**src/rtl/vmchk_pkg.sv**
```systemverilog
// Package: shared constants for the virtual memory access error checker.
// Assumes a 32-bit status word in which bits 16 down to 10 are implemented.
package vmchk_pkg;
    localparam int ADDR_W  = 32;
    localparam int REG_W   = 32;
    localparam int STAT_W  = 17;
    localparam int HI_BITS = 5;

    // Status bit positions: software decodes these, so they are fixed.
    localparam int B_BASE_ORDER = 16;
    localparam int B_RD_FAULT   = 15;
    localparam int B_CTL_RANGE  = 14;
    localparam int B_PKT_RANGE  = 13;
    localparam int B_BAD_MAP    = 12;
    localparam int B_WR_FATAL   = 11;
    localparam int B_WR_RECOV   = 10;

    localparam logic [REG_W-1:0] IMPL_MASK = 32'h0001_FC00;
    localparam logic [15:0]      MAP_SIG   = 16'h0656;

    typedef enum logic [1:0] {
        RGN_CTL  = 2'b00,
        RGN_PKT  = 2'b01,
        RGN_VIRT = 2'b10,
        RGN_NONE = 2'b11
    } region_e;
endpackage

```
**src/rtl/vmchk_detect.sv**
```systemverilog
// Module: vmchk_detect
// Combinational error detection for one access request per cycle.
// The base-ordering check runs every cycle; the per-access checks are
// gated by req_valid. The recoverable requester class is a bitmask
// indexed by the source code. Assumes the inputs are stable before the clock edge.
module vmchk_detect
    import vmchk_pkg::*;
#(
    parameter int SRC_W = 3,
    parameter logic [(1<<SRC_W)-1:0] RECOV_MASK = 8'b0010_0100
) (
    input  logic              req_valid,
    input  logic              req_write,
    input  logic [1:0]        req_region,
    input  logic [SRC_W-1:0]  req_src,
    input  logic [ADDR_W-1:0] req_addr,
    input  logic              multi_bank,
    input  logic [ADDR_W-1:0] ctl_base,
    input  logic [ADDR_W-1:0] pkt_base,
    input  logic [ADDR_W-1:0] virt_base,
    input  logic [ADDR_W-1:0] pkt_offset,
    input  logic              map_fault,
    input  logic [15:0]       map_word,
    output logic [STAT_W-1:0] err_vec,
    output logic              rd_fault,
    output logic              wr_recov
);
    localparam int HI_LSB = ADDR_W - HI_BITS;

    logic is_ctl, is_pkt, is_virt, hi_nz, recov_src, wr_fault;

    // Purpose: decode region, requester class and the high-address test.
    always_comb begin
        is_ctl    = req_valid && (region_e'(req_region) == RGN_CTL);
        is_pkt    = req_valid && (region_e'(req_region) == RGN_PKT);
        is_virt   = req_valid && (region_e'(req_region) == RGN_VIRT);
        hi_nz     = |req_addr[ADDR_W-1:HI_LSB];
        recov_src = RECOV_MASK[req_src];
        wr_fault  = is_virt && req_write && map_fault;
    end

    // Purpose: form the per-bit error vector for this cycle.
    always_comb begin
        err_vec = '0;
        err_vec[B_BASE_ORDER] = !((ctl_base < pkt_base) && (pkt_base < virt_base));
        err_vec[B_RD_FAULT]   = is_virt && !req_write && map_fault;
        err_vec[B_CTL_RANGE]  = is_ctl && (multi_bank ? hi_nz : (req_addr > pkt_offset));
        err_vec[B_PKT_RANGE]  = is_pkt && (hi_nz || (!multi_bank && (req_addr == '0)));
        err_vec[B_BAD_MAP]    = is_virt && (map_word != MAP_SIG);
        err_vec[B_WR_FATAL]   = wr_fault && !recov_src;
        err_vec[B_WR_RECOV]   = wr_fault && recov_src;
        rd_fault = err_vec[B_RD_FAULT];
        wr_recov = err_vec[B_WR_RECOV];
    end

    // Purpose: the two write-fault classes exclude each other.
    always_comb begin
        assert_wr_class_excl_R7: assert (!(err_vec[B_WR_FATAL] && err_vec[B_WR_RECOV]))
            else $error("both write fault classes active");
    end
endmodule

```
**config.mk**
```make
export PLATFORM = sky130hd
export DESIGN_NAME = vmchk_detect
export DESIGN_NICKNAME = d
export VERILOG_FILES = /design/src/rtl/vmchk_pkg.sv /design/src/rtl/vmchk_detect.sv
export SDC_FILE = /design/constraint.sdc
export NUM_CORES = 1
export LEC_CHECK = 0
export ABC_AREA = 1
export BUFFER_PORTS_ARGS = -buffer_cell sky130_fd_sc_hd__buf_2
export CORE_MARGIN = 4
export CORE_UTILIZATION = 40
export DETAILED_ROUTE_END_ITERATION = 7
export PLACE_DENSITY_LB_ADDON = 0.3
export RECOVER_POWER = 25
export SETUP_SLACK_MARGIN = 0.3
export SYNTH_ARGS = -nofsm -noshare
export SYNTH_HDL_FRONTEND = slang
export SYNTH_SLANG_ARGS = --single-unit
```
**constraint.sdc**
```tcl
create_clock -name vclk -period 1.05
set_input_delay 0.0525 -clock vclk [all_inputs]
set_output_delay 0.0525 -clock vclk [all_outputs]
set_load 0.01 [all_outputs]
```
### Word-level counts from Yosys, hierarchy flattened

Memory sizes are Yosys's and may differ from the RTL's.
Index checks and enable logic that the tools add are counted.

* output and inout port bits: 19
* memory bits (read-only): 8
* word-level logic and storage cells: 32
* memories: 1
* input port bits: 185
* register bits after elaboration: 0

* magnitude comparators: 4
* mux-type cells: 2
* eq/ne operators: 3
* reduce and logical (&&, ||, !) cells: 22

Memories
* (no name shown): depth 8, width 1, rd ports 1, clocked after Yosys merged registers in 0, write ports 0, RTL line vmchk_detect.sv:38 `recov_src = RECOV_MASK[req_src];`

Operators by type and width (number)
* 32-bit < comparator: 2
* 32-bit > comparator: 1
* 32-bit zero test: 1
* 16-bit by 11-bit inequality test with 1-bit output (second input constant): 1
* 1-bit logical AND: 14
* 5-bit OR reduction: 1
* 1-bit zero test: 4
* 3-bit by 4-bit < comparator with 1-bit output (second input constant): 1
* 2-bit by 1-bit == test with 1-bit output (second input constant): 1
* 2-bit == test (second input constant): 1
* 2-bit zero test: 1
* 1-bit 2-to-1 mux: 2
* 1-bit logical OR: 1

### Longest topological paths before layout

* depth after elaboration: 5
* mapped depth: 15
* mapped depth without buffers: 15

### Least setup slack after synthesis

Ideal clock, no wire load.

* path type: input port to output port
* from: input pkt_offset[23]
* to: output err_vec[14]
* data required time: 0.998 ns
* stages on the path: 10
* setup slack: -0.022 ns
* buffers on the path: 0
* arrival: 1.019 ns
* path through: inv_1 ha_1 nand2_2 nor2_4 nand4_2 nor2_2 nand2_1 nand2_1 nand2_1 a21oi_2

* longest elaborated chain between the ends: 3

Ends and longest elaborated chain
* start: declaration: RTL line vmchk_detect.sv:21 `input logic [ADDR_W-1:0] pkt_offset,`
* 32-bit > comparator: RTL line vmchk_detect.sv:47 `err_vec[B_CTL_RANGE] = is_ctl && (multi_bank ? hi_nz : (req_addr > pkt_offset));`
* 1-bit 2-to-1 mux: RTL line vmchk_detect.sv:47
* 1-bit logical AND: RTL line vmchk_detect.sv:47
* end: declaration: RTL line vmchk_detect.sv:24 `output logic [STAT_W-1:0] err_vec,`

No other way between the ends.

### Worst setup path in the final report

* from: input req_addr[22]
* to: output err_vec[14]

* longest elaborated chain between the ends: 3

Ends and longest elaborated chain
* start: declaration: RTL line vmchk_detect.sv:16 `input logic [ADDR_W-1:0] req_addr,`
* 32-bit > comparator: RTL line vmchk_detect.sv:47
* 1-bit 2-to-1 mux: RTL line vmchk_detect.sv:47
* 1-bit logical AND: RTL line vmchk_detect.sv:47

No other way between the ends.

==> run metrics <==
Critical Path Source=req_addr[22]; drt first pass iters=4; Pleak=2.77 nW; Die X=just over 90 um; Synth top area share=between 40% and 50%; initial DRC count=44; routed vias=3561; fin nets=945; Routed Antenna Nets=0; WP data required=1000 ps; PnR worst setup slack=-373 ps; # IOs=roughly 200; failing checks=negative setup slack; area delta synth->final=69.3%; Mapped Area=0.00279 sq mm; sequential cell area=0 sq um; status=finished with violations; Die H=91.5 um; Tmin final=between 1000 and 1500 ps; Mapped Cells=between 400 and 500; Min-Delay Path Class=in2out; vias in the first global route=3705; Crit Path Max Fanout=2; PortBufs=slightly below 200; CP Launch Type=input port; Final Setup Violations=3; Max VDD drop=195 uV; pins over their slew limit=0; MaxCap Viol Count=0; first-pass GRT wire length=14700 um; count leader, synth=inv_1; Levels on crit path=11; Final Hold Viols=0; Initial Utilization=41.1%; register area share after synthesis=0%; CP max stage cell=ha_1; RSZ-0062 raised after global routing=yes; DR vias/cell=4.69; antenna cell count=0; grt ovf=0; Fill cells=~550; CP endpoint=err_vec[14]; DIE AREA=approximately 0.0084 sq mm; top post-synthesis cells by area=ha_1 42%, inv_1 16%, nand2_1 11%; DP Cell Count=758; post-synthesis cell type count=27; synth warn=0; largest net degree at the start of global routing=4; final WL=between 9000 and 10000 um; critical path's top delay family=simple AND/OR/NAND/NOR gates; maximum clock rate=0.703 GHz; Seq cells=0; number of core rows=30; layout cells sized above 1=roughly 48%; Core ar.=roughly 0.0068 sq mm; Hold Buf Count CTS=0; Commonest cells post-synth=117 x inv_1, 94 x ha_1, 81 x nand2_1; PD cells=about 370 mW/mm^2; DRC errors left=0; crit path cell chain=buf_2 -> ha_1 -> nand2_2 -> nor2_1 -> nor2_1 -> nand3_2 -> a21oi_2 -> nand2_1 -> nand2_1 -> a21oi_2 -> buf_2; area leader, netlist=ha_1; Buf/Inv on CP=2; crit share post-route=136%; Layout Cells excl Fill=760; hold depth=3; Worst Setup End Kind=output pin; final core occ=69.5%; Avg Cell Area, Syn=6.21 sq um; crit-path max cell delay=290 ps; CP Class=in2out; multi-input logic area=between 0.002 and 0.003 sq mm; HPWL reported at the end of detailed placement=7730 um; Routed wire per std cell=12.3 um; Worst Path Arrival=1370 ps; clkbuf count=0; gr usage total=20.4%; antenna violations before repair=0; routability cong.=0.842
==> kinds of logic (layout without fill, tap and decap cells) <==
family,Yosys count,in the layout,share of synthesized area [%]
AO/OA/AOI/OAI,62,62,12.0
adder cells (fa/ha/maj),94,94,42.2
buffers and inverters,131,337,19.2
other,1,10,0.134
AND/OR/NAND/NOR,161,161,26.5
==> stage by stage <==
stage / hold slack (ps) / worst slack (ps) / total power [mW] / setup TNS, ps / instance area [sq um]
2_1_floorplan: 160 / -22.0 / 0.804 / -22.0 / 2960
3_3_place_gp: 360 / -372 / 1.37 / -865 / 4120
3_5_place_dp: 362 / -376 / 1.43 / -886 / 4120
4_1_cts: 372 / -296 / 1.62 / -713 / 4520
5_1_grt: 390 / -532 / 1.98 / -1110 / 4720
6_report: 367 / -373 / 1.74 / -820 / 4720
==> power breakdown <==
part           internal [mW]  switching (mW)
sequential                 0               0
combinational          0.900           0.842
clock                      0               0
==> worst min-delay path by stage <==
stage | start | to | slack, ps
after floorplan | req_write | rd_fault | 160
after global placement | req_write | rd_fault | 360
after detailed placement | req_write | rd_fault | 360
after CTS | req_write | rd_fault | 370
after global routing | req_write | rd_fault | 390
final | req_write | rd_fault | 370
==> cell usage in the layout (no fill, tap or decap), drive strengths merged, types with 9 or more instances in the layout <==
master	count
a21oi	42
buf	217
conb	10
ha	94
inv	118
nand2	85
nand3	13
nand4	9
nor2	34
nor3	9
o21ai	12
==> final cells by class <==
type	instances	area share [%]
multi-input combinational	327	59.8
timing repair buffer	218	27.8
inverter	119	9.85
tap	96	2.54
==> metal layers <==
layer / track usage [%] / part of all wire, % / up-vias / wire [um]
li1: - / - / 1860 / -
met2: 44.1 / 56 / 135 / 5240
met1: 19.9 / 35 / 1552 / 3260
met3: 2.82 / 7.4 / 14 / 688
met5: 0 / 0 / - / 0
met4: 3.27 / 1.5 / 0 / 144
==> repair_timing <==
action                                  in CTS  in global routing
pin swaps                                   24                 15
resized for setup                           65                 43
setup buffers                                1                  1
endpoints found under the setup margin       9                  9
Power figures use the tool's default switching activity.
